<file path="src/rtl/acq_sample_timer.sv">
module acq_sample_timer #(
  parameter int W = 16
) (
  input  logic         clk,
  input  logic         rst_n,
  input  logic         cfg_we,
  input  logic [W-1:0] cfg_period,
  input  logic [W-1:0] cfg_delay,
  input  logic [W-1:0] cfg_count,
  input  logic         cfg_finite,
  input  logic         cfg_ext_sel,
  input  logic         cfg_level,
  input  logic         start_trig,
  input  logic         pause_trig,
  input  logic         sw_stop,
  input  logic         ext_clk,
  output logic         sample_strobe,
  output logic         sample_out,
  output logic         acq_active,
  output logic         acq_done
);
  localparam logic [W-1:0] ONE = W'(1);
  localparam logic [W-1:0] TWO = W'(2);

  logic [W-1:0] per_r, dly_r, cnt_r;
  logic         fin_r, ext_r, lvl_r;
  logic [W-1:0] per_c, dly_c, cnt_c;
  logic [2:0]   xs;
  logic         active_q, strobe_q, done_q;
  logic [W-1:0] tick, rem, hold;
  logic         ext_edge, event_now, take, final_take;

  always_ff @(posedge clk or negedge rst_n)
    if (!rst_n) begin
      per_r <= TWO;
      dly_r <= TWO;
      cnt_r <= ONE;
      fin_r <= 1'b0;
      ext_r <= 1'b0;
      lvl_r <= 1'b0;
    end else if (cfg_we) begin
      per_r <= cfg_period;
      dly_r <= cfg_delay;
      cnt_r <= cfg_count;
      fin_r <= cfg_finite;
      ext_r <= cfg_ext_sel;
      lvl_r <= cfg_level;
    end

  assign per_c = (per_r < TWO) ? TWO : per_r;
  assign dly_c = (dly_r == '0) ? ONE : dly_r;
  assign cnt_c = (cnt_r == '0) ? ONE : cnt_r;

  always_ff @(posedge clk or negedge rst_n)
    if (!rst_n) xs <= '0;
    else        xs <= {xs[1:0], ext_clk};

  assign ext_edge   = xs[1] & ~xs[2];
  assign event_now  = active_q & (ext_r ? ext_edge : (tick == ONE));
  assign take       = event_now & ~pause_trig & ~sw_stop;
  assign final_take = take & fin_r & (rem == ONE);

  always_ff @(posedge clk or negedge rst_n)
    if (!rst_n) begin
      active_q <= 1'b0;
      strobe_q <= 1'b0;
      done_q   <= 1'b0;
      tick     <= '0;
      rem      <= '0;
      hold     <= '0;
    end else begin
      strobe_q <= take;
      done_q   <= 1'b0;
      if (take)            hold <= per_c - ONE;
      else if (hold != '0) hold <= hold - ONE;
      if (!active_q) begin
        if (start_trig) begin
          active_q <= 1'b1;
          tick     <= dly_c;
          rem      <= cnt_c;
        end
      end else if (sw_stop) begin
        active_q <= 1'b0;
        done_q   <= 1'b1;
      end else begin
        tick <= (tick == ONE) ? per_c : tick - ONE;
        if (take && fin_r) rem <= rem - ONE;
        if (final_take) begin
          active_q <= 1'b0;
          done_q   <= 1'b1;
        end
      end
    end

  assign sample_strobe = strobe_q;
  assign acq_active    = active_q;
  assign acq_done      = done_q;
  assign sample_out    = lvl_r ? (hold != '0) : strobe_q;


  idle_quiet_chk: assert property (@(posedge clk) disable iff (!rst_n)
    sample_strobe |-> $past(acq_active));

  pause_mask_chk: assert property (@(posedge clk) disable iff (!rst_n)
    $past(pause_trig) |-> !sample_strobe);

  done_single_chk: assert property (@(posedge clk) disable iff (!rst_n)
    acq_done |=> !acq_done);

  done_ends_chk: assert property (@(posedge clk) disable iff (!rst_n)
    acq_done |-> (!acq_active && $past(acq_active)));

  start_only_chk: assert property (@(posedge clk) disable iff (!rst_n)
    $rose(acq_active) |-> $past(start_trig));

  level_cover_chk: assert property (@(posedge clk) disable iff (!rst_n)
    (lvl_r && sample_strobe) |-> sample_out);
endmodule

</file>
<file path="config.mk">
export PLATFORM = sky130hd
export DESIGN_NAME = acq_sample_timer
export DESIGN_NICKNAME = d
export VERILOG_FILES = /design/src/rtl/acq_sample_timer.sv
export SDC_FILE = /design/constraint.sdc
export NUM_CORES = 1
export LEC_CHECK = 0
export ABC_AREA = 1
export CAP_MARGIN = 10
export CORE_MARGIN = 5
export CORE_UTILIZATION = 55
export CTS_BUF_LIST = sky130_fd_sc_hd__clkbuf_4
export CTS_CLUSTER_DIAMETER = 30
export DETAILED_ROUTE_END_ITERATION = 7
export GPL_ROUTABILITY_DRIVEN = 0
export PLACE_DENSITY = 0.89
export SYNTH_ARGS = -nofsm -noshare
export SYNTH_HDL_FRONTEND = slang
export SYNTH_SLANG_ARGS = --single-unit
</file>
<file path="constraint.sdc">
create_clock -name clk -period 5.2 [get_ports clk]
set_clock_uncertainty 0.1 [all_clocks]
set_input_delay 1.04 -clock clk [delete_from_list [all_inputs] [get_ports clk]]
set_output_delay 1.04 -clock clk [all_outputs]
set_load 0.02 [all_outputs]
</file>
==> results of run 1 <==
[cell usage in the layout (no fill, tap or decap), types with 3 or more instances in the layout]
| cell | synthesis | final |
|---|---|---|
| nand2_1 | 153 | 153 |
| nor3_1 | 7 | 7 |
| mux2_2 | 18 | 18 |
| buf_4 | 4 | 6 |
| nand3_1 | 49 | 49 |
| clkdlybuf4s50_1 | 0 | 59 |
| o211ai_1 | 7 | 7 |
| o221ai_1 | 3 | 3 |
| nor2_2 | 6 | 6 |
| a22oi_1 | 8 | 8 |
| clkbuf_4 | 0 | 9 |
| dfrtp_1 | 102 | 102 |
| or2_2 | 4 | 4 |
| a31oi_1 | 4 | 4 |
| nor2_1 | 55 | 55 |
| ha_1 | 5 | 5 |
| nand2_2 | 5 | 5 |
| o21ai_0 | 71 | 71 |
| a21oi_1 | 51 | 51 |
| inv_2 | 4 | 4 |
| xor2_1 | 13 | 13 |
| nand4_1 | 11 | 11 |
| o21ai_2 | 3 | 3 |
| dfstp_2 | 3 | 3 |
| nor4_1 | 11 | 11 |
| inv_1 | 79 | 79 |
[logic make-up after synthesis]
family / count (synthesis) / share of synthesized area
AO/OA/AOI/OAI: 154 / 0.1487
XOR/XNOR: 15 / 0.02293
adder cells (fa/ha/maj): 5 / 0.01092
buffers and inverters: 112 / 0.07904
flip-flops: 105 / 0.4592
multiplexers: 18 / 0.03537
AND/OR/NAND/NOR: 310 / 0.2439
[report_power, final]
group | internal [W] | leakage (nW) | switching, W
clock network | 0.000201 | 0.0876 | 0.000290
logic | 0.000378 | 1.68 | 0.000610
registers | 0.00102 | 1.25 | 0.000189
total | 0.00160 | 3.02 | 0.00109
[cell usage after synthesis (all sizes together), types with 2 or more instances]
cell | number | share of area
xor2 | 13 | 0.020
nor2 | 63 | 0.047
or2 | 4 | 0.0044
o211ai | 7 | 0.0092
o221ai | 3 | 0.0046
o21ai | 75 | 0.067
nand4 | 11 | 0.012
ha | 5 | 0.011
a31oi | 4 | 0.0044
a22oi | 8 | 0.010
clkbuf | 21 | 0.014
dfrtp | 102 | 0.45
nand2 | 161 | 0.11
a21oi | 51 | 0.045
nor4 | 11 | 0.012
o21bai | 2 | 0.0026
buf | 8 | 0.011
nand3 | 49 | 0.043
inv | 83 | 0.054
mux2 | 18 | 0.035
nor3 | 8 | 0.0079
a2bb2oi | 2 | 0.0031
xnor2 | 2 | 0.0031
dfstp | 3 | 0.014
[layout make-up]
| cell class | count | area, sq um |
|---|---|---|
| fill | 830 | 3661 |
| multi-input combinational | 502 | 2646 |
| sequential | 105 | 2631 |
| timing repair buffer | 66 | 640.6 |
| inverter | 83 | 311.5 |
| tap | 136 | 170.2 |
| clock inverter | 7 | 102.6 |
| clock buffer | 9 | 67.56 |
[state kept, by name, summed over array words and instances, names as in the netlist]
signal / cells
dly_r: 16
lvl_r: 1
tick: 16
cnt_r: 16
hold: 16
acq_done: 1
fin_r: 1
rem: 16
acq_active: 1
per_r: 16
ext_r: 1
xs: 3
sample_strobe: 1
[critical path, cell delays in order, from the launching register on]
cell,delay (ns)
dfrtp_1,0.45
nor4_1,0.50
nand4_1,0.21
nand2_1,0.10
nand2_1,0.05
clkdlybuf4s50_1,0.53
[worst min path at each step]
stage | start | endpoint | depth (start not counted)
after CTS | xs[0] | xs[1] | 0
after global routing | xs[0] | xs[1] | 0
after detailed placement | xs[0] | xs[1] | 0
after floorplan | xs[0] | xs[1] | 0
final | xs[0] | xs[1] | 0
after global placement | xs[0] | xs[1] | 0
[per-stage QoR]
step	power (W)	instances	area, sq um
6_report	0.002691	908	6570
5_1_grt	0.002890	908	6570
4_1_cts	0.002671	908	6570
3_5_place_dp	0.002180	892	6400
3_3_place_gp	0.002120	892	6400
2_1_floorplan	0.001904	719	5731
[metal layers]
layer  global-route usage  wire, um
met1               0.3057      5749
met2               0.3909      6861
met3              0.03612       993
met4              0.08734       435
met5                    0         0
==> flow_metrics.tcl, run 1 <==
set metrics [dict create \
    critPathArrivalTime_ns 2.31 \
    pre_cts_ws_ns 1.631 \
    rrSetupSlack_ns 2.01 \
    synth_edf_count 0 \
    period_share 0.6644 \
    grt_pass1_vias 5079 \
    cts_made_buffers 9 \
    final_util 0.6422 \
    totalWireLength_mm 14.04 \
    setup_ws_ns 1.745 \
    cts_setup_buffers 0 \
    clkTransAtPathRegs_ns 0.18 \
    path_max_fanout 3 \
    ctsHoldBuffers 0 \
    slew_headroom 0.3032 \
    hold_violations 0 \
    crit_end "sample_out" \
    antenna_found_initial 0 \
    clock_latency_ns 0.48 \
    area_growth_pct 14.65 \
    core_sq_um 10230 \
    row_count 37 \
    grt_start_max_net_pins 69 \
    r2r_cells 14 \
    first_iter_violations 462 \
    regToRegEndpoint "rem[6]" \
    nets 830 \
    period_minus_slack_ns 3.455 \
    rsz0062_at_grt "no" \
    yosys_register_bits 105 \
    crit_start "hold[11]" \
    outcome "complete, no violations" \
    cts_tree "yes" \
    vias 5213 \
    numPortBuffers 61 \
    drtAntennaViolNets 0 \
    syn_area_sq_um 5730 \
    drc_errors 0 \
    die_x_um 112.1 \
    io_pins 62 \
    netlist_instances 719 \
    syn_area_per_cell_sq_um 7.970 \
    viasPerCell 5.741 \
    cp_data_required_time_ns 4.06 \
    drive_gt1_frac 0.09197 \
    htreeDepth 3 \
    powerDensity_nw_per_um2 409.5 \
    p_leak_nw 3.025 \
    grt_use_total 0.2324 \
    cp-start-kind "register" \
    fmax_ghz 0.2895 \
    tns_ns 0 \
    critPathKind "register to output pin" \
    drt_first_pass_iters 6 \
    seq_area_frac_synth 0.4592 \
    wl_per_cell_um 15.46 \
    dp_hpwl_mm 10.12 \
    start_util 0.5601 \
    synth.net_count 782 \
    peakVddDrop_v 0.0002106 \
    grt_pass1_wl_mm 24.11 \
    tightest_slew_ns 1.041 \
    synth.distinct_cells 40 \
    cp-end-kind "output pin" \
    report.final.slew_viol_count 0 \
    cts.repair.resized 0 \
    die-area_sq_um 12560 \
    hold_ws_ns 0.2771 \
    cap_violations 0 \
    grt_overflow 0 \
    numClockSinks 105 \
    ys.flop_type "dfrtp_1" \
    hold_class "register to register" \
    die_h_um 112.1 \
    async_reset_ff_frac 1.000 \
    yosys_warnings 0 \
    r2r-start "acq_active" \
    clk_path_buf_depth 2 \
    antenna_cells 0 \
    setup_violations 0 \
    root_buffer "clkbuf_4" \
]
Note: power is estimated with default switching activity, not from simulation.
==> run 2: changes to the inputs <==
==> constraint.sdc (replaced) <==
create_clock -name clk -period 3.45 [get_ports clk]
set_clock_uncertainty 0.1 [all_clocks]
set_input_delay 0.69 -clock clk [delete_from_list [all_inputs] [get_ports clk]]
set_output_delay 0.69 -clock clk [all_outputs]
set_load 0.02 [all_outputs]
==> run 2 against run 1 <==
Non-clock buffer count rose by 3. Via count down 0.38%. Sequential share of layout area hardly changed. Setup slack got worse by 1.4 ns. Critical path depth unchanged. Register-to-register slack got worse by 1.2 ns. Critical path type unchanged. Critical endpoint unchanged. Routed wire length increased by 0.42%. Worst hold slack got worse by 0.11 ns. Cell count up 0.33%. Utilization shrank 0.073 points.
==> flow_metrics.tcl, run 2 (same netlist as run 1, synthesis figures left out) <==
set metrics [dict create \
    nFillCells 805 \
    setup_violations 0 \
    die_x_um 112.1 \
    numClockSinks 105 \
    period_minus_slack_ns 3.127 \
    io_pins 62 \
    fmax_ghz 0.3198 \
    cts.repair.resized 0 \
    p_leak_nw 3.030 \
    layout_common_cells "nand2_1, dfrtp_1, inv_1, o21ai_0, clkdlybuf4s50_1" \
    outcome "complete, no violations" \
    tightest_slew_ns 0.8812 \
    area_growth_pct 14.52 \
    powerDensity_nw_per_um2 598.3 \
    ctsHoldBuffers 0 \
    core_sq_um 10230 \
    slew_headroom 0.4125 \
    cap_violations 0 \
    drive_gt1_frac 0.09677 \
    hold_violations 0 \
    cts_tree "yes" \
    viasPerCell 5.700 \
    report.final.slew_viol_count 0 \
    die-area_sq_um 12560 \
    grt_pass1_wl_mm 23.76 \
    ff_latch_area_sq_um 2631 \
    multiInputGateArea_sq_um 2646 \
    setup_ws_ns 0.3235 \
    wl_per_cell_um 15.48 \
    clock_latency_ns 0.48 \
    numPortBuffers 61 \
    grt_overflow 0 \
    clkTransAtPathRegs_ns 0.19 \
    die_h_um 112.1 \
    drt_first_pass_iters 6 \
    cts_setup_buffers 0 \
    final_area_sq_um 6563 \
    grt_use_total 0.2274 \
    period_share 0.9062 \
    drc_errors 0 \
    antenna_cells 0 \
    grt_pass1_vias 5141 \
    peakVddDrop_v 0.0002912 \
    htreeDepth 3 \
    placed_cell_area_sq_um 6435 \
    drtAntennaViolNets 0 \
    antenna_found_initial 0 \
    p_total_w 0.003926 \
    totalWireLength_mm 14.10 \
    start_util 0.5601 \
    cp-start-kind "register" \
    cp_data_required_time_ns 2.66 \
    vias 5193 \
    path_max_fanout 3 \
    hold_class "primary input to async pin" \
    critPathKind "register to output pin" \
    cts_made_buffers 9 \
    grt_start_max_net_pins 64 \
    root_buffer "clkbuf_4" \
    dp_hpwl_mm 10.39 \
    final_common_cell "nand2_1" \
    pre_cts_ws_ns 0.3251 \
    clk_path_buf_depth 2 \
    critPathArrivalTime_ns 2.34 \
    cp-end-kind "output pin" \
    rsz0062_at_grt "no" \
    first_iter_violations 493 \
    nets 833 \
    tns_ns 0 \
    row_count 37 \
]
==> run 2: power by group <==
part | internal [W] | switching, W
Clock | 0.000163 | 0.000449
Combinational | 0.000573 | 0.000923
Sequential | 0.00154 | 0.000276
==> run 2: worst max-delay path, stage by stage, from the launching register on <==
cell             delay, ns
dfrtp_1               0.47
nor4_1                0.46
nand4_1               0.23
nand2_1               0.11
nand2_1               0.05
clkdlybuf4s50_1       0.53
==> run 2: layout make-up <==
cell class                 count  area share
multi-input combinational    502      0.4032
sequential                   105      0.4010
timing repair buffer          69      0.1030
inverter                      83     0.04747
tap                          136     0.02593
clock buffer                   9     0.01030
clock inverter                 7    0.009152
==> run 2: metal layers <==
| metal | part of all wire | GRT usage | vias up |
|---|---|---|---|
| met4 | 0.030 | 0.09856 | 0 |
| met1 | 0.42 | 0.2961 | 2433 |
| met5 | 0 | 0 | - |
| met3 | 0.063 | 0.02911 | 40 |
| met2 | 0.49 | 0.3841 | 234 |
| li1 | - | - | 2486 |
==> run 2: worst paths after layout <==
check                           cells after the start  startpoint  slack (ns)    endpoint
min in group clk                                    0       xs[0]        0.27       xs[1]
max in group asynchronous                           2       rst_n        2.28    cnt_r[0]
worst min register to register                      0       xs[0]        0.27       xs[1]
worst max-delay path                                5    hold[11]        0.32  sample_out
worst min-delay path                                1       rst_n        0.17    hold[12]
worst max register to register                     15     tick[1]        0.79      rem[6]
==> run 2: metrics by stage <==
stage               std cells    util  hold slack [ns]
floorplan                 719       -           0.2312
global placement          895  0.6290           0.2327
detailed placement        895  0.6290           0.2379
CTS                       911  0.6414           0.1979
global route              911  0.6414           0.2412
finish                    911  0.6414           0.1652
==> run 3: changes to the inputs <==
--- a/config.mk
+++ b/config.mk
@@ -7,13 +7,14 @@
 export LEC_CHECK = 0
 export ABC_AREA = 1
 export CAP_MARGIN = 10
+export CORE_ASPECT_RATIO = 0.75
 export CORE_MARGIN = 5
-export CORE_UTILIZATION = 55
-export CTS_BUF_LIST = sky130_fd_sc_hd__clkbuf_4
+export CORE_UTILIZATION = 51
+export CTS_BUF_LIST = sky130_fd_sc_hd__clkbuf_8 sky130_fd_sc_hd__clkbuf_16
 export CTS_CLUSTER_DIAMETER = 30
 export DETAILED_ROUTE_END_ITERATION = 7
 export GPL_ROUTABILITY_DRIVEN = 0
-export PLACE_DENSITY = 0.89
+export PLACE_DENSITY = 0.84
 export SYNTH_ARGS = -nofsm -noshare
 export SYNTH_HDL_FRONTEND = slang
 export SYNTH_SLANG_ARGS = --single-unit
==> run 3 against run 2 <==
Non-clock buffer count up 1. Via count is the same. Global-route usage up 0.17 points. Sequential power about the same. Routed wire length is 4.9% higher. Register-to-register slack worse by 0.12 ns. Power rose by 12%. Maximum frequency fell by 1.2%. Combinational power about the same. Utilization decreased by 2.5 points. Clock power is 70% higher. Cell area increased by 2.8%.
==> flow_metrics.tcl, run 3 (same netlist as run 1, synthesis figures left out) <==
set metrics [dict create \
    grtUsageMet1 0.3198 \
    tightest_slew_ns 0.7072 \
    grt_overflow 0 \
    viasPerCell 5.669 \
    setup_violations 0 \
    peakVddDrop_v 0.0003135 \
    row_count 33 \
    outcome "complete, no violations" \
    numClockSinks 105 \
    clk_path_buf_depth 2 \
    rsz0062_at_grt "no" \
    cpMostUsedCell "nand2_1" \
    p_seq_frac 0.416 \
    start_util 0.5237 \
    r2r-start "tick[1]" \
    io_pins 62 \
    die-area_sq_um 13480 \
    cp_data_required_time_ns 2.66 \
    min_to "xs[1]" \
    antenna_cells 0 \
    final_util 0.6165 \
    drtAntennaViolNets 0 \
    critPathKind "register to output pin" \
    layout_common_cells "nand2_1, dfrtp_1, inv_1, o21ai_0, clkdlybuf4s50_1" \
    die_x_um 132.4 \
    regToRegEndpoint "rem[6]" \
    r2r_cells 15 \
    drc_errors 0 \
    cap_violations 0 \
    p_int_w 0.002635 \
    clkPwrFrac 0.236 \
    path_max_fanout 3 \
    netSwitchingFraction 0.4004 \
    cts.repair.resized 0 \
    use_met3 0.05462 \
    tns_ns 0 \
    fmax_ghz 0.3159 \
    numPortBuffers 61 \
    grt_busiest_layer "met2" \
    die_h_um 101.8 \
    core_sq_um 10940 \
    report.final.slew_viol_count 0 \
    nets 834 \
    antenna_found_initial 0 \
    htreeDepth 3 \
    grt_use_total 0.2291 \
    totalWireLength_mm 14.79 \
    hold_violations 0 \
    met2_usage 0.3517 \
    vias 5193 \
    power.net_switching_w 0.001759 \
    slowest_delay_ns 0.64 \
    drive_gt1_frac 0.09794 \
    hold_depth 0 \
    period_minus_slack_ns 3.166 \
    clkTransAtPathRegs_ns 0.08 \
    period_share 0.9176 \
    cts_tree "yes" \
    wl_per_cell_um 16.14 \
    hold_ws_ns 0.2552 \
    ctsHoldBuffers 0 \
    slowest_stage "nor4_1" \
    cts_setup_buffers 0 \
    critPathArrivalTime_ns 2.38 \
    placed_cell_area_sq_um 6435 \
    clock_latency_ns 0.36 \
    powerDensity_nw_per_um2 651.4 \
    drt_first_pass_iters 8 \
    area_growth_pct 17.71 \
    cp-start-kind "register" \
    final_common_cell "nand2_1" \
    grt_pass1_wl_mm 25.10 \
    first_iter_violations 599 \
    root_buffer "clkbuf_16" \
    cts_made_buffers 9 \
    rrSetupSlack_ns 0.67 \
    cp_cell_sequence "nor4_1, nand4_1, nand2_1, nand2_1, clkdlybuf4s50_1" \
    grt_start_max_net_pins 54 \
    slew_headroom 0.5286 \
    dp_hpwl_mm 10.77 \
    hold_class "register to register" \
    final_area_sq_um 6745 \
    hp-start "xs[0]" \
    grt_pass1_vias 5257 \
    cp-end-kind "output pin" \
    p_leak_nw 3.103 \
    power.share.combinational 0.348 \
]
-- run 3: cell count changes in the layout (fill, tap and decap cells not counted) --
cell | previous run | this run
clkinv_2 | 1 | 0
clkbuf_16 | 0 | 9
buf_4 | 8 | 10
buf_12 | 1 | 0
clkinv_4 | 2 | 1
clkinv_8 | 0 | 3
clkinvlp_4 | 0 | 1
inv_6 | 3 | 1
clkbuf_4 | 9 | 0
-- run 3: worst max path at each step --
stage | cells after the start | end | startpoint | slack [ns]
finish | 5 | sample_out | hold[11] | 0.28
global route | 5 | sample_out | hold[11] | 0.19
detailed placement | 13 | rem[6] | sw_stop | 0.29
global placement | 13 | rem[6] | sw_stop | 0.36
floorplan | 11 | hold[14] | pause_trig | 1.18
CTS | 5 | sample_out | hold[11] | 0.36
-- run 3: power by group through the flow --
stage	Sequential (W)	Combinational [W]	Clock (W)
floorplan	0.00176	0.00111	0
global placement	0.00182	0.00140	0
detailed placement	0.00183	0.00148	0
CTS	0.00182	0.00150	0.00106
global route	0.00187	0.00172	0.00111
finish	0.00183	0.00153	0.00104
-- run 3: area by class of cell --
| class | count | area [sq um] |
|---|---|---|
| Inverter | 83 | 311.5 |
| Clock inverter | 7 | 85.08 |
| Multi-Input combinational cell | 502 | 2646 |
| Tap cell | 140 | 175.2 |
| Clock buffer | 9 | 225.2 |
| Sequential cell | 105 | 2631 |
| Timing Repair Buffer | 70 | 670.6 |
| Fill cell | 879 | 4197 |
-- run 3: worst max-delay path, delay by kind of cell, from the launching register on --
kind | cells | cell delay (ns)
DFF | 1 | 0.42
and+or+nand+nor | 4 | 1.07
buffers and inverters | 1 | 0.54
-- run 3: per-stage QoR --
stage | power (W) | instances | setup slack, ns
6_report | 0.004394 | 916 | 0.2842
3_5_place_dp | 0.003318 | 900 | 0.2891
4_1_cts | 0.004377 | 916 | 0.3604
2_1_floorplan | 0.002870 | 719 | 1.180
5_1_grt | 0.004693 | 916 | 0.1878
3_3_place_gp | 0.003225 | 900 | 0.3561
-- run 3: per-layer routing --
metal / share of wire / routed length [um] / up-vias
met4: 0.025 / 370 / 0
met3: 0.089 / 1314 / 45
met1: 0.45 / 6670 / 2406
met2: 0.43 / 6430 / 263
li1: - / - / 2479
met5: 0 / 0 / -
